$ cat config.mk
export PLATFORM = sky130hd
export DESIGN_NAME = bus_cmd_gen
export DESIGN_NICKNAME = d
export VERILOG_FILES = /design/src/rtl/bus_cmd_pkg.sv /design/src/rtl/status_decoder.sv /design/src/rtl/cycle_sequencer.sv /design/src/rtl/cmd_driver.sv /design/src/rtl/bus_cmd_gen.sv
export SDC_FILE = /design/constraint.sdc
export NUM_CORES = 1
export LEC_CHECK = 0
export ABC_CLOCK_PERIOD_IN_PS = 1500
export BUFFER_PORTS_ARGS = -buffer_cell sky130_fd_sc_hd__buf_2
export CAP_MARGIN = 40
export CORE_ASPECT_RATIO = 0.9
export CORE_MARGIN = 2
export CORE_UTILIZATION = 46
export CTS_BUF_LIST = sky130_fd_sc_hd__clkbuf_16
export DETAILED_ROUTE_END_ITERATION = 16
export GPL_TIMING_DRIVEN = 0
export HOLD_SLACK_MARGIN = 0.12
export PLACE_DENSITY = 0.83
export SLEW_MARGIN = 20
export SYNTH_ARGS = -nofsm -noshare
export SYNTH_HDL_FRONTEND = slang
export SYNTH_HIERARCHICAL = 1
export SYNTH_SLANG_ARGS = --single-unit
$ cat constraint.sdc
create_clock -name clk -period 1.5 [get_ports clk]
set_input_delay 0.075 -clock clk [delete_from_list [all_inputs] [get_ports clk]]
set_output_delay 0.075 -clock clk [all_outputs]
set_load 0.02 [all_outputs]
$ cat src/rtl/bus_cmd_pkg.sv
// Shared types for the bus command generator.
// Assumes the three-bit status encoding is fixed by the processor.
package bus_cmd_pkg;

    // Cycle progress: idle, address clock, command clocks.
    typedef enum logic [1:0] {
        PH_IDLE = 2'd0,
        PH_ADDR = 2'd1,
        PH_CMD  = 2'd2
    } phase_t;

    // One decoded bus request; at most one command bit is set.
    typedef struct packed {
        logic mem_rd;
        logic mem_wr;
        logic io_rd;
        logic io_wr;
        logic int_ack;
        logic is_read;
        logic is_halt;
    } cmd_req_t;

    localparam logic [2:0] ST_PASSIVE = 3'b111;

endpackage

$ cat src/rtl/status_decoder.sv
// Translates the processor status code into a request descriptor.
// Pure combinational; the passive code yields an all-zero descriptor.
module status_decoder
    import bus_cmd_pkg::*;
(
    input  logic [2:0] status,
    output cmd_req_t   req
);

    // Map each status code to its command and direction flags.
    always_comb begin
        req = '0;
        case (status)
            3'b000: begin req.int_ack = 1'b1; req.is_read = 1'b1; end
            3'b001: begin req.io_rd   = 1'b1; req.is_read = 1'b1; end
            3'b010: req.io_wr   = 1'b1;
            3'b011: req.is_halt = 1'b1;
            3'b100: begin req.mem_rd  = 1'b1; req.is_read = 1'b1; end
            3'b101: begin req.mem_rd  = 1'b1; req.is_read = 1'b1; end
            3'b110: req.mem_wr  = 1'b1;
            default: req = '0;
        endcase
    end

endmodule

$ cat src/rtl/cycle_sequencer.sv
// Tracks one bus cycle from start to release and latches its kind.
// Assumes status is stable around the rising clock edge; a cycle
// ends only when the passive code is sampled.
module cycle_sequencer
    import bus_cmd_pkg::*;
#(
    parameter int WR_LEAD = 1
) (
    input  logic       clk,
    input  logic       rst_n,
    input  logic [2:0] status,
    input  cmd_req_t   req_d,
    output phase_t     phase,
    output cmd_req_t   req_q,
    output logic       late_wr
);

    localparam int CW = (WR_LEAD > 1) ? $clog2(WR_LEAD) : 1;
    localparam logic [CW-1:0] LEAD_LAST = CW'(WR_LEAD - 1);

    logic          passive;
    logic [CW-1:0] lead_cnt;

    assign passive = (status == ST_PASSIVE);

    // Advance the cycle phase, latch the request, time the late write.
    always_ff @(posedge clk) begin
        if (!rst_n) begin
            phase    <= PH_IDLE;
            req_q    <= '0;
            late_wr  <= 1'b0;
            lead_cnt <= '0;
        end else begin
            case (phase)
                PH_IDLE: begin
                    if (!passive) begin
                        phase <= PH_ADDR;
                        req_q <= req_d;
                    end
                end
                PH_ADDR: begin
                    lead_cnt <= '0;
                    late_wr  <= 1'b0;
                    if (passive) begin
                        phase <= PH_IDLE;
                        req_q <= '0;
                    end else begin
                        phase <= PH_CMD;
                    end
                end
                PH_CMD: begin
                    if (passive) begin
                        phase   <= PH_IDLE;
                        req_q   <= '0;
                        late_wr <= 1'b0;
                    end else if (!late_wr) begin
                        if (lead_cnt == LEAD_LAST) late_wr <= 1'b1;
                        else lead_cnt <= lead_cnt + 1'b1;
                    end
                end
                default: phase <= PH_IDLE;
            endcase
        end
    end

    AST_ADDR_SINGLE: assert property (@(posedge clk) disable iff (!rst_n)
        (phase == PH_ADDR) |=> (phase != PH_ADDR));
    AST_RELEASE_IDLE: assert property (@(posedge clk) disable iff (!rst_n)
        (phase != PH_IDLE && passive) |=> (phase == PH_IDLE && req_q == '0));
    AST_KIND_LATCHED: assert property (@(posedge clk) disable iff (!rst_n)
        (phase == PH_CMD && !passive) |=> $stable(req_q));
    AST_LATE_IN_CMD: assert property (@(posedge clk) disable iff (!rst_n)
        $rose(late_wr) |-> $past(phase == PH_CMD));

endmodule

$ cat src/rtl/cmd_driver.sv
// Forms the pin-level strobes and enables from the cycle state.
// Command enable gates levels immediately; bus release only touches
// the output enables, split by bus mode.
module cmd_driver
    import bus_cmd_pkg::*;
(
    input  logic     clk,
    input  logic     rst_n,
    input  phase_t   phase,
    input  cmd_req_t req_q,
    input  logic     late_wr,
    input  logic     bus_release,
    input  logic     cmd_enable,
    input  logic     io_mode,
    output logic     mem_rd_n,
    output logic     mem_wr_n,
    output logic     mem_wr_early_n,
    output logic     io_rd_n,
    output logic     io_wr_n,
    output logic     io_wr_early_n,
    output logic     int_ack_n,
    output logic     addr_strobe,
    output logic     data_en,
    output logic     dir_out,
    output logic     mce_pden,
    output logic     mem_cmd_oe,
    output logic     io_cmd_oe
);

    logic cmd_on;
    logic late_on;

    // Gate the latched request into active-low command strobes.
    always_comb begin
        cmd_on         = (phase == PH_CMD) && cmd_enable;
        late_on        = cmd_on && late_wr;
        mem_rd_n       = !(cmd_on  && req_q.mem_rd);
        mem_wr_early_n = !(cmd_on  && req_q.mem_wr);
        mem_wr_n       = !(late_on && req_q.mem_wr);
        io_rd_n        = !(cmd_on  && req_q.io_rd);
        io_wr_early_n  = !(cmd_on  && req_q.io_wr);
        io_wr_n        = !(late_on && req_q.io_wr);
        int_ack_n      = !(cmd_on  && req_q.int_ack);
    end

    // Address strobe, transceiver controls and the shared enable pin.
    always_comb begin
        addr_strobe = (phase == PH_ADDR) && !req_q.is_halt;
        data_en     = cmd_on && !req_q.is_halt;
        dir_out     = !((phase != PH_IDLE) && req_q.is_read);
        if (io_mode) mce_pden = !data_en;
        else         mce_pden = (phase == PH_ADDR) && req_q.int_ack;
    end

    // Output enables: release floats memory always, I/O only in system mode.
    always_comb begin
        mem_cmd_oe = !bus_release;
        io_cmd_oe  = !bus_release || io_mode;
    end

    AST_ONE_CMD: assert property (@(posedge clk) disable iff (!rst_n)
        $onehot0({!mem_rd_n, !mem_wr_early_n, !io_rd_n, !io_wr_early_n, !int_ack_n}));
    AST_CEN_QUIET: assert property (@(posedge clk) disable iff (!rst_n)
        !cmd_enable |-> (mem_rd_n && mem_wr_n && io_rd_n && io_wr_n && int_ack_n && !data_en));
    AST_SYS_FLOAT: assert property (@(posedge clk) disable iff (!rst_n)
        (!io_mode && bus_release) |-> (!mem_cmd_oe && !io_cmd_oe));
    AST_IO_KEEP: assert property (@(posedge clk) disable iff (!rst_n)
        (io_mode && bus_release) |-> (!mem_cmd_oe && io_cmd_oe));
    AST_LATE_AFTER_EARLY: assert property (@(posedge clk) disable iff (!rst_n)
        !mem_wr_n |-> !mem_wr_early_n);

endmodule

$ cat src/rtl/bus_cmd_gen.sv
// Top level: status-decoded bus command generator.
// Assumes a single processor status source; the address latch and
// arbitration live outside. Pin tri-stating is expressed by the two
// output-enable ports.
module bus_cmd_gen
    import bus_cmd_pkg::*;
#(
    parameter int WR_LEAD = 1
) (
    input  logic       clk,
    input  logic       rst_n,
    input  logic [2:0] status,
    input  logic       bus_release,
    input  logic       cmd_enable,
    input  logic       io_mode,
    output logic       mem_rd_n,
    output logic       mem_wr_n,
    output logic       mem_wr_early_n,
    output logic       io_rd_n,
    output logic       io_wr_n,
    output logic       io_wr_early_n,
    output logic       int_ack_n,
    output logic       addr_strobe,
    output logic       data_en,
    output logic       dir_out,
    output logic       mce_pden,
    output logic       mem_cmd_oe,
    output logic       io_cmd_oe
);

    cmd_req_t req_d;
    cmd_req_t req_q;
    phase_t   phase;
    logic     late_wr;

    status_decoder u_dec (
        .status (status),
        .req    (req_d)
    );

    cycle_sequencer #(.WR_LEAD(WR_LEAD)) u_seq (
        .clk     (clk),
        .rst_n   (rst_n),
        .status  (status),
        .req_d   (req_d),
        .phase   (phase),
        .req_q   (req_q),
        .late_wr (late_wr)
    );

    cmd_driver u_drv (
        .clk            (clk),
        .rst_n          (rst_n),
        .phase          (phase),
        .req_q          (req_q),
        .late_wr        (late_wr),
        .bus_release    (bus_release),
        .cmd_enable     (cmd_enable),
        .io_mode        (io_mode),
        .mem_rd_n       (mem_rd_n),
        .mem_wr_n       (mem_wr_n),
        .mem_wr_early_n (mem_wr_early_n),
        .io_rd_n        (io_rd_n),
        .io_wr_n        (io_wr_n),
        .io_wr_early_n  (io_wr_early_n),
        .int_ack_n      (int_ack_n),
        .addr_strobe    (addr_strobe),
        .data_en        (data_en),
        .dir_out        (dir_out),
        .mce_pden       (mce_pden),
        .mem_cmd_oe     (mem_cmd_oe),
        .io_cmd_oe      (io_cmd_oe)
    );

endmodule

# Word level (Yosys, flattened, before mapping)
# Index checks and enable logic that the tools add are counted.
# word_totals
out_inout_bits,13
input_bits,8
ff_bits,11
word_cells,84
# classes
n_addsub,1
reduce_logical,36
mux,23
n_eq_ne,14
# ops
operator,n
1-bit 2-to-1 mux,14
7-bit 2-to-1 mux,2
7-bit case mux with 2 select lines,1
1-bit logical AND,13
3-bit equality test (second input constant),4
1-bit logical NOT,11
2-bit inequality test (second input constant),4
3-bit by 2-bit equality test with 1-bit output (second input constant),2
2-bit 2-to-1 mux,3
2-bit case mux with 3 select lines,1
3-bit AND reduction,2
2-bit nonzero test,3
1-bit case mux with 2 select lines,2
2-bit OR reduction,2
4-bit OR reduction,1
3-bit by 1-bit equality test with 1-bit output (second input constant),1
3-bit logical NOT,1
2-bit by 1-bit equality test with 1-bit output (second input constant),1
2-bit equality test (second input constant),1
2-bit logical NOT,1
2-bit by 1-bit inequality test with 1-bit output (second input constant),1
2-bit AND reduction,1
1-bit adder (second input constant),1
1-bit logical OR,1

# Logic depth before layout (Yosys ltp)
# Gate-level depths: netlist of run 1.
# logic_depth
depth_word,5
ltp_mapped,7
ltp_nobuf,5

# Hierarchy
# Netlist of run 1, hierarchy kept.
# by_module_without_submodules
module,n_inst,cells_per_inst,seq_area_each_um2,area_per_inst_um2
cycle_sequencer,1,67,200.2,691.9
cmd_driver,1,18,0.0,98.8
status_decoder,1,7,0.0,53.8

# Worst setup path before layout of run 1
# No wires, ideal clock.
# synth_path
path_type,reg2reg
startpoint,register u_seq.phase[0]
endpoint,"register, netlist name u_seq/req_q[1]"
arrival_time_ns,1.461
synth_period_minus_slack_ns,1.586
path_buffers,2
required_time_ns,1.375
setup_slack_ns,-0.086
setup_ns,0.125
stages_incl_launch_ff,8
cell_sequence,dfxtp_1 > inv_1 > ha_1 > buf_6 > nand2b_4 > buf_8 > o31ai_2 > a211oi_2
# synth_via
elab_chain_len,4
elab_cells_between_ends,9
cone_classes,eq/ne: 4; mux: 1; reduce/logical: 4
# synth_rtl
element,line,rtl
from (decl),cycle_sequencer.sv:13,"output phase_t phase,"
from (signal assigned),cycle_sequencer.sv:29,phase <= PH_IDLE;
from (signal assigned),cycle_sequencer.sv:37,phase <= PH_ADDR;
from (signal assigned),cycle_sequencer.sv:45,phase <= PH_IDLE;
2-bit by 1-bit equality test with 1-bit output / 2-bit equality test (equally long branches),cycle_sequencer.sv:34,case (phase)
2-bit OR reduction (no source line),n/a,
2-bit by 1-bit inequality test with 1-bit output (no source line) / 2-bit nonzero test (equally long branches),n/a,
3-bit AND reduction (no source line),n/a,
# Several ways; a longest one is shown, not always the timed one.
# A chain may end at the register's enable or synchronous reset.

# Worst setup path after layout of run 1
# layout_path
startpoint,register u_seq.phase[0]
endpoint,output port data_en
# layout_via
elab_chain_len,3
# layout_rtl
element,line,rtl
2-bit equality test,cmd_driver.sv:35,cmd_on = (phase == PH_CMD) && cmd_enable;
1-bit logical AND,cmd_driver.sv:35,
1-bit logical AND,cmd_driver.sv:49,data_en = cmd_on && !req_q.is_halt;
to (decl),bus_cmd_gen.sv:24,"output logic data_en,"
# Every way passes these cells.

==> results.cfg, run 1 <==
[status]
run_status = completed

[floorplanning]
fp.dieW_um = 49.2
die-area_um2 = 2200
die_h_um = 44.7
placement_rows = 14
core-area_um2 = 1700
initial_utilization = 0.497
io_pins = 21

[job]
maxCapViolations = 0

[final_layout]
num-nets-final = 131
antenna-diode-count = 0
area_added_between_synthesis_and_finish_pct = 35.6
mostFrequentLayoutCells = 19 x buf_2, 14 x nand2_1, 8 x a21oi_1, 8 x dfxtp_1, 7 x a211oi_2
mostFrequentLayoutCell = buf_2
proportion_of_layout_cells_with_a_drive_suffix_above_1 = 0.458

[critical_path]
crit_path_cell_trace = buf_4 -> and3b_1 -> buf_6 -> nor2b_4 -> buf_2
worstPathBufferInverterCount = 3
arrival_time_at_the_worst_endpoint_ns = 1.38
critical_path.endpoint_type = output pin
cpPeakStageDelay_ns = 0.34
setup.worst_path.class = reg2out
worst_path_dominant_cell_family = buffers and inverters
start_kind = flip-flop
cp_max_fo = 8
crit_slowest_cell = dfxtp_4
cp_data_required_time_ns = 1.42

[clock_network]
numCtsBuffers = 3
clock_sink_count = 10
clock_path_buffers = 2
clock-root-buffer = clkbuf_16
clkSlewWorstSetupHoldPaths_ns = 0.04
clock_insertion_delay_worst_skew_ns = 0.24
cts_htree_levels = 1
cts_tree = built

[route]
detail_route.wl_per_cell_um = 13.7
routed_wl_mm = 1.95
vias = 804
residual_antenna_violating_net_count_after_detailed_routing = 0
drt_pre_antenna_iters = 4
drt_drc_violations_left = 0
drt-initial-drc-count = 5
avgViaCountPerCell = 5.66

[hold_path]
timing.hold.worst.class = in2reg

[sta]
transition_time_at_the_pin_with_the_least_slew_margin_ns = 0.340
whs_ns = 0.348
setup_viol = 0
max-slew-margin-rel = 0.773
fmax_ghz = 0.689
maxSlewViolCount = 0
timing.clock.skew_ns = 0.000647
fin_crit_ns = 1.45
part_of_the_cycle_the_worst_path_needs = 0.968
hold_viol = 0
timing.final.ws_setup_ns = 0.0480

[synthesis]
netlist_instances = 92
synthesized_nets = 104
synth.ff_latch_count = 10
synth.yosys.warnings = 6
avgSynthCellArea_um2 = 9.18
synth_cell_types = 27
synth_sequential_area_ratio = 0.237
synth_area_um2 = 845

[pwr]
power.internal_mw = 1.05
sw_frac_of_total = 0.379
p_total_mw = 1.69
share_seq_of_total_power = 0.253
switchingPower_mw = 0.642
pwr-share-comb = 0.469
max-vdd-ir-drop_mv = 1.20
p_leak_nw = 0.440
share_clk_of_total_power = 0.278
power_density_nw_per_um2 = 1480

[global_routing]
largest_net_degree_at_the_start_of_global_routing = 11
antenna_found_initial = 0
grt_pass1_wl_mm = 3.22
grt_pass1_vias = 718
global_route.overflow_total = 0
grt.total_usage = 0.198

[placed_design]
dp_worst_setup_slack_ns = -0.141
dpl.hpwl_mm = 1.29
buffer_ports.inserted = 19
finalWeightedCongestion = 0.762
-- cell usage after synthesis, drive strengths merged --
cell type | instances | area [um^2]
a211oi | 7 | 87.6
a21oi | 8 | 40.0
and3 | 1 | 6.26
and3b | 3 | 27.5
buf | 4 | 48.8
clkbuf | 4 | 40.0
dfxtp | 10 | 200
ha | 4 | 50.1
inv | 5 | 18.8
nand2 | 14 | 52.6
nand2b | 1 | 13.8
nand3 | 4 | 20.0
nand3b | 1 | 7.51
nand4 | 6 | 37.5
nand4b | 4 | 35.0
nor2b | 2 | 20.0
nor3 | 1 | 5.00
nor3b | 4 | 35.0
o21ai | 1 | 5.00
o22ai | 1 | 6.26
o31ai | 7 | 87.6
-- power by group through the flow --
stage	clock, mW	sequential [mW]	combinational [mW]
2_1_floorplan	0	0.420	0.564
3_3_place_gp	0	0.440	0.658
3_5_place_dp	0	0.445	0.676
4_1_cts	0.473	0.425	0.740
5_1_grt	0.489	0.437	0.860
6_report	0.469	0.428	0.793
-- stage by stage --
| step | TNS, ns | area (um^2) | utilization | instances |
|---|---|---|---|---|
| 2_1_floorplan | 0 | 850 | - | 92 |
| 3_3_place_gp | -0.574 | 975 | 0.574 | 135 |
| 3_5_place_dp | -0.779 | 975 | 0.574 | 135 |
| 4_1_cts | 0 | 1110 | 0.654 | 142 |
| 5_1_grt | -0.00289 | 1140 | 0.674 | 142 |
| 6_report | 0 | 1140 | 0.674 | 142 |
-- kinds of logic (layout without fill, tap and decap cells) --
group,count (synthesis),count (layout),share of synthesized area
compound gates,24,24,0.268
flops,10,10,0.237
fa+ha+maj,4,4,0.0593
simple gates,41,41,0.308
buf+inv,13,39,0.127
-- area by class of cell --
| cell class | count | area, um^2 |
|---|---|---|
| plain buffers | 7 | 80.1 |
| clock buffers | 3 | 75.1 |
| clock inverters | 1 | 3.75 |
| fillers | 138 | 554 |
| inverters | 5 | 18.8 |
| multi-input cells | 69 | 602 |
| flip-flops and latches | 10 | 208 |
| well taps | 24 | 30.0 |
| repair buffers | 23 | 128 |
-- tightest hold or removal path, stage by stage --
cell and delay, ns:
buf_2 0.15, inv_1 0.07, o31ai_2 0.07, a211oi_2 0.17
-- state kept, by name (all words and copies together), names as in the netlist --
| signal | cells |
|---|---|
| u_seq/late_wr | 1 |
| u_seq/phase | 2 |
| u_seq/req_q | 7 |
-- worst paths after layout --
path,startpoint,to,slack (ns),cells after the start
worst max-delay path,u_seq/phase[0],data_en,0.05,5
worst max register to register,u_seq/phase[1],u_seq/req_q[4],0.08,6
worst min-delay path,status[1],u_seq/req_q[1],0.35,4
worst min register to register,u_seq/req_q[1],u_seq/req_q[1],0.49,2
-- routing by layer --
layer / vias to the layer above / wire, um / global-route usage
met4: 0 / 47 / 0.120
met5: - / 0 / 0
li1: 391 / - / -
met3: 5 / 94 / 0.0236
met2: 27 / 948 / 0.354
met1: 381 / 858 / 0.229
-- timing repair --
item / CTS / global route
hold buffers: 1 / 0
pin swaps: 3 / 3
buffers inserted: 3 / 0
setup endpoints to repair: 7 / 8
hold endpoints to repair: 4 / 0
resized for setup: 6 / 6
cloned: 0 / 0
No activity file was read; power rests on OpenSTA's default activity.
==> inputs of run 2 (changes only) <==
- ABC_AREA: default -> 1
- CORE_UTILIZATION: 46 -> 44
- PLACE_DENSITY: 0.83 -> 0.82
==> results.cfg, run 2 <==
[sta]
fin_crit_ns = 1.44
setup_viol = 0
max-slew-margin-rel = 0.822
part_of_the_cycle_the_worst_path_needs = 0.963
timing.clock.skew_ns = 0.00218
rsz0062_at_grt = false
fmax_ghz = 0.692
maxSlewViolCount = 0
transition_time_at_the_pin_with_the_least_slew_margin_ns = 0.267
whs_ns = 0.124
hold_viol = 0

[global_routing]
global_route.overflow_total = 0
antenna_found_initial = 0
grt_pass1_vias = 580
grt.total_usage = 0.164
grt_pass1_wl_mm = 2.38
largest_net_degree_at_the_start_of_global_routing = 11

[route]
residual_antenna_violating_net_count_after_detailed_routing = 0
detail_route.wl_per_cell_um = 9.38
drt_pre_antenna_iters = 4
routed_wl_mm = 1.56
vias = 772
drt_drc_violations_left = 0
avgViaCountPerCell = 4.65
drt-initial-drc-count = 18

[final_layout]
mostFrequentLayoutCells = 35 x nand2_1, 23 x inv_1, 19 x buf_2, 19 x nor2_1, 8 x dfxtp_1
reg_top3 = u_seq/req_q: 7 flops, u_seq/phase: 2 flops, u_seq/late_wr: 1 flops
largest_register_ff_count = 7
max_flop_register = u_seq/req_q
fillerInstances = 136
mostFrequentLayoutCell = nand2_1
multi_input_comb_area_um2 = 419
num-nets-final = 157
antenna-diode-count = 0
area_added_between_synthesis_and_finish_pct = 34.6
area.sequential_um2 = 208
proportion_of_layout_cells_with_a_drive_suffix_above_1 = 0.264

[synthesis]
share_of_the_synthesized_area_in_the_top_cell_type = 0.281
synth_enable_flop_cells = 0
synth.ff_latch_count = 10
synth_common_cells = 35 x nand2_1, 25 x inv_1, 19 x nor2_1
synth.area.top_cells = dfxtp_1 28%, nand2_1 18%, inv_1 13%
commonest_register_cell_after_synthesis = dfxtp_1
synth_largest_area_cell = dfxtp_1
async_flop_share = 0
synth_sequential_area_ratio = 0.281
synth.yosys.warnings = 6
synthesized_nets = 130
synth_cell_types = 18
post-synth-top-count-cell = nand2_1
netlist_instances = 118
synth_area_um2 = 713
avgSynthCellArea_um2 = 6.04

[clock_network]
clock-root-buffer = clkbuf_16
clock_insertion_delay_worst_skew_ns = 0.23
clkSlewWorstSetupHoldPaths_ns = 0.04
hold_buffers = 0
cts_tree = built
clock_sink_count = 10
clock_path_buffers = 2
cts_htree_levels = 1
numCtsBuffers = 3

[pwr]
p_leak_nw = 0.502
power_density_nw_per_um2 = 1420
p_total_mw = 1.36
max-vdd-ir-drop_mv = 0.643

[critical_path]
cp_max_fo = 8
critical_path.endpoint_type = flip-flop
arrival_time_at_the_worst_endpoint_ns = 1.57
critPathCapture = u_seq/req_q[2]
setup.worst_path.class = reg2reg
r2r_start = u_seq/phase[1]
start_kind = flip-flop
critPathLaunch = u_seq/phase[1]
reg2reg_slack_ns = 0.06
cp_data_required_time_ns = 1.63
ff_to_ff_end = u_seq/req_q[2]
rr_worst_depth = 8

[floorplanning]
core-area_um2 = 1480
die-area_um2 = 1960
placement_rows = 13
io_pins = 21
initial_utilization = 0.482
die_h_um = 42.2
fp.dieW_um = 46.4

[placed_design]
buffer_ports.inserted = 19
dpl.hpwl_mm = 1.14
finalWeightedCongestion = 0.820

[status]
run_status = completed

[hold_path]
timing.hold.worst.class = in2reg
worst_hold_startpoint = rst_n

[job]
maxCapViolations = 0
## run 2: cell count changes after synthesis, sizes merged, moves of 3 or more
cell	previous run	this run
a21oi	8	3
inv	5	26
nor2	0	21
o31ai	7	0
and3b	3	0
a211oi	7	0
nor3b	4	0
nand2	14	37
nand4b	4	0
clkbuf	4	0
## run 2: worst min-delay path by stage
stage,slack [ns],to,depth (start not counted)
floorplan,0.23,mem_cmd_oe,1
global placement,0.36,u_seq/req_q[6],3
detailed placement,0.37,u_seq/req_q[6],3
CTS,0.12,u_seq/req_q[6],3
global route,0.13,u_seq/req_q[0],3
finish,0.12,u_seq/req_q[6],3
## run 2: report_power, final
group / internal [mW] / total (mW) / switching (mW)
registers: 0.339 / 0.386 / 0.0471
logic: 0.198 / 0.512 / 0.314
clock network: 0.349 / 0.466 / 0.117
## run 2: critical path: stages (launching register included)
cell	delay (ns)
dfxtp_4	0.38
inv_2	0.06
ha_4	0.24
or2_1	0.24
buf_6	0.14
nand3_2	0.12
nand2_1	0.07
inv_1	0.06
nor2_1	0.04
## run 2: metrics by stage
step | setup TNS [ns] | instances | util | instance area, um^2 | setup WS, ns
after detailed placement | -0.669 | 159 | 0.574 | 850 | -0.113
after global placement | -0.462 | 159 | 0.574 | 850 | -0.0816
after global routing | 0 | 166 | 0.648 | 960 | 0.0139
final | 0 | 166 | 0.648 | 960 | 0.0556
after CTS | 0 | 164 | 0.637 | 942 | 0.0000404
after floorplan | 0 | 118 | - | 727 | 0.0221
## run 2: repair_timing
item / CTS / global route
cloned: 0 / 1
endpoints found under the setup margin: 7 / 7
hold endpoints to repair: 0 / 0
buffers inserted: 1 / 1
gates resized for setup: 4 / 1
## run 2: area by class of cell
type | instances | area share
clock buffers | 3 | 0.0782
multi-input cells | 81 | 0.437
inverters | 26 | 0.102
flip-flops and latches | 10 | 0.216
clock inverters | 1 | 0.00391
well taps | 22 | 0.0287
repair buffers | 21 | 0.115
plain buffers | 2 | 0.0196
## run 2: cells by family (layout without fill, tap and decap cells)
group | after synthesis | after routing | share of synthesized area
buffers and inverters | 28 | 53 | 0.163
flip-flops | 10 | 10 | 0.281
AO/OA/AOI/OAI | 5 | 5 | 0.0351
adder cells (fa/ha/maj) | 4 | 4 | 0.0702
AND/OR/NAND/NOR | 71 | 72 | 0.451
## run 2: routing by layer
| layer | global-route usage | up-vias | routed length (um) |
|---|---|---|---|
| met5 | 0 | - | 0 |
| met4 | 0.0857 | 0 | 21 |
| met3 | 0.0388 | 2 | 88 |
| met2 | 0.242 | 26 | 723 |
| met1 | 0.217 | 337 | 724 |
| li1 | - | 407 | - |
==> inputs of run 3 (changes only) <==
- CELL_PAD_IN_SITES_DETAIL_PLACEMENT: default -> 1
- CELL_PAD_IN_SITES_GLOBAL_PLACEMENT: default -> 2
- CORE_UTILIZATION: 44 -> 22
- HOLD_SLACK_MARGIN: 0.12 -> default
==> results.cfg, run 3 (same netlist as run 2, synthesis figures left out) <==
[status]
run_status = completed

[route]
drt_pre_antenna_iters = 4
vias = 766
detail_route.wl_per_cell_um = 10.2
drt-initial-drc-count = 12
residual_antenna_violating_net_count_after_detailed_routing = 0
drt_drc_violations_left = 0
routed_wl_mm = 1.91
avgViaCountPerCell = 4.10

[critical_path]
arrival_time_at_the_worst_endpoint_ns = 1.53
crit_slowest_cell = dfxtp_4
r2r_start = u_seq/phase[1]
crit_path_cell_trace = inv_2 -> ha_4 -> or2_1 -> buf_6 -> nand3_4 -> nand2_1 -> inv_1 -> nor2_1
start_kind = flip-flop
critical_path.endpoint_type = flip-flop
setup.worst_path.class = reg2reg
ff_to_ff_end = u_seq/req_q[3]
reg2reg_slack_ns = 0.1
cp_max_fo = 6
cp_data_required_time_ns = 1.63
cpPeakStageDelay_ns = 0.36
rr_worst_depth = 8

[final_layout]
mostFrequentLayoutCells = 35 x nand2_1, 23 x inv_1, 19 x buf_2, 18 x nor2_1, 8 x dfxtp_1
mostFrequentLayoutCell = nand2_1
largest_register_ff_count = 7
antenna-diode-count = 0
area_added_between_synthesis_and_finish_pct = 41.1
max_flop_register = u_seq/req_q
proportion_of_layout_cells_with_a_drive_suffix_above_1 = 0.283
layout.core_utilization = 0.328
reg_top3 = u_seq/req_q: 7 flops, u_seq/phase: 2 flops, u_seq/late_wr: 1 flops
num-nets-final = 159

[sta]
hold_viol = 0
maxSlewViolCount = 0
timing.final.ws_setup_ns = 0.0967
part_of_the_cycle_the_worst_path_needs = 0.936
setup_viol = 0
whs_ns = 0.130
fmax_ghz = 0.713
max-slew-margin-rel = 0.796
transition_time_at_the_pin_with_the_least_slew_margin_ns = 0.306
fin_crit_ns = 1.40
timing.clock.skew_ns = 0.000473
fin_setup_tns_ns = 0

[clock_network]
clkSlewWorstSetupHoldPaths_ns = 0.04
cts_tree = built
clock_sink_count = 10
hold_buffers = 0
numCtsBuffers = 3
cts_htree_levels = 1
clock_path_buffers = 2
clock_insertion_delay_worst_skew_ns = 0.23
clock-root-buffer = clkbuf_16

[global_routing]
largest_net_degree_at_the_start_of_global_routing = 10
antenna_found_initial = 0
global_route.overflow_total = 0
grt_pass1_vias = 760
grt.total_usage = 0.111
grt_pass1_wl_mm = 3.22

[pwr]
power_density_nw_per_um2 = 1390
p_leak_nw = 0.512
max-vdd-ir-drop_mv = 0.398

[hold_path]
timing.hold.worst.class = in2reg
hold-path-endpoint = u_seq/req_q[6]
holdPathStages = 3
worst_hold_startpoint = rst_n

[floorplanning]
initial_utilization = 0.233
die-area_um2 = 3710
core-area_um2 = 3070
die_h_um = 58.0
fp.dieW_um = 64.0
io_pins = 21
placement_rows = 19

[placed_design]
finalWeightedCongestion = 0.723
buffer_ports.inserted = 19
dp_worst_setup_slack_ns = -0.135
dpl.hpwl_mm = 1.45

[job]
maxCapViolations = 0
[run 3: critical path, delay by kind of cell (launching register included)]
family	cells	cell delay (ns)
adders and majority gates	1	0.24
buffers and inverters	3	0.26
DFF	1	0.36
and+or+nand+nor	4	0.42
[run 3: metrics by stage]
stage | cells | power [mW] | area (um^2)
CTS | 184 | 1.38 | 971
global route | 187 | 1.51 | 1010
global placement | 179 | 0.863 | 875
detailed placement | 179 | 0.881 | 875
floorplan | 118 | 0.758 | 727
finish | 187 | 1.40 | 1010
[run 3: report_power, final]
| part | internal (mW) | total (mW) | leakage [nW] | switching (mW) |
|---|---|---|---|---|
| clock network | 0.345 | 0.459 | 0.0370 | 0.115 |
| logic | 0.216 | 0.552 | 0.391 | 0.336 |
| registers | 0.339 | 0.385 | 0.0839 | 0.0462 |
[run 3: how the worst max path moves through the flow]
stage	start	cells after the start	endpoint	slack [ns]
after floorplan	u_seq/phase[0]	8	u_seq/req_q[4]	0.02
after global placement	u_seq/phase[1]	8	u_seq/req_q[4]	-0.10
after detailed placement	u_seq/phase[1]	8	u_seq/req_q[4]	-0.14
after CTS	u_seq/phase[1]	7	u_seq/req_q[4]	0.006
after global routing	u_seq/phase[1]	8	u_seq/req_q[4]	-0.004
final	u_seq/phase[1]	8	u_seq/req_q[3]	0.1
[run 3: metal layers]
layer  GRT usage  share of wire  vias to the layer above
met1       0.144           0.49                      331
li1            -              -                      409
met3      0.0194          0.044                        5
met4      0.0559          0.022                        0
met2       0.177           0.45                       21
met5           0              0                        -
[run 3: what timing repair did]
action | in CTS | in global routing
resized for setup | 4 | 3
cloned | 1 | 0
buffers inserted | 1 | 3
endpoints found under the setup margin | 7 | 9
pin swaps | 0 | 2
[run 3: area by class of cell]
class	count	area (um^2)
clock buffers	3	75.1
inverters	26	97.6
multi-input cells	81	429
flip-flops and latches	10	208
well taps	42	52.6
fillers	416	2060
repair buffers	23	125
plain buffers	2	18.8
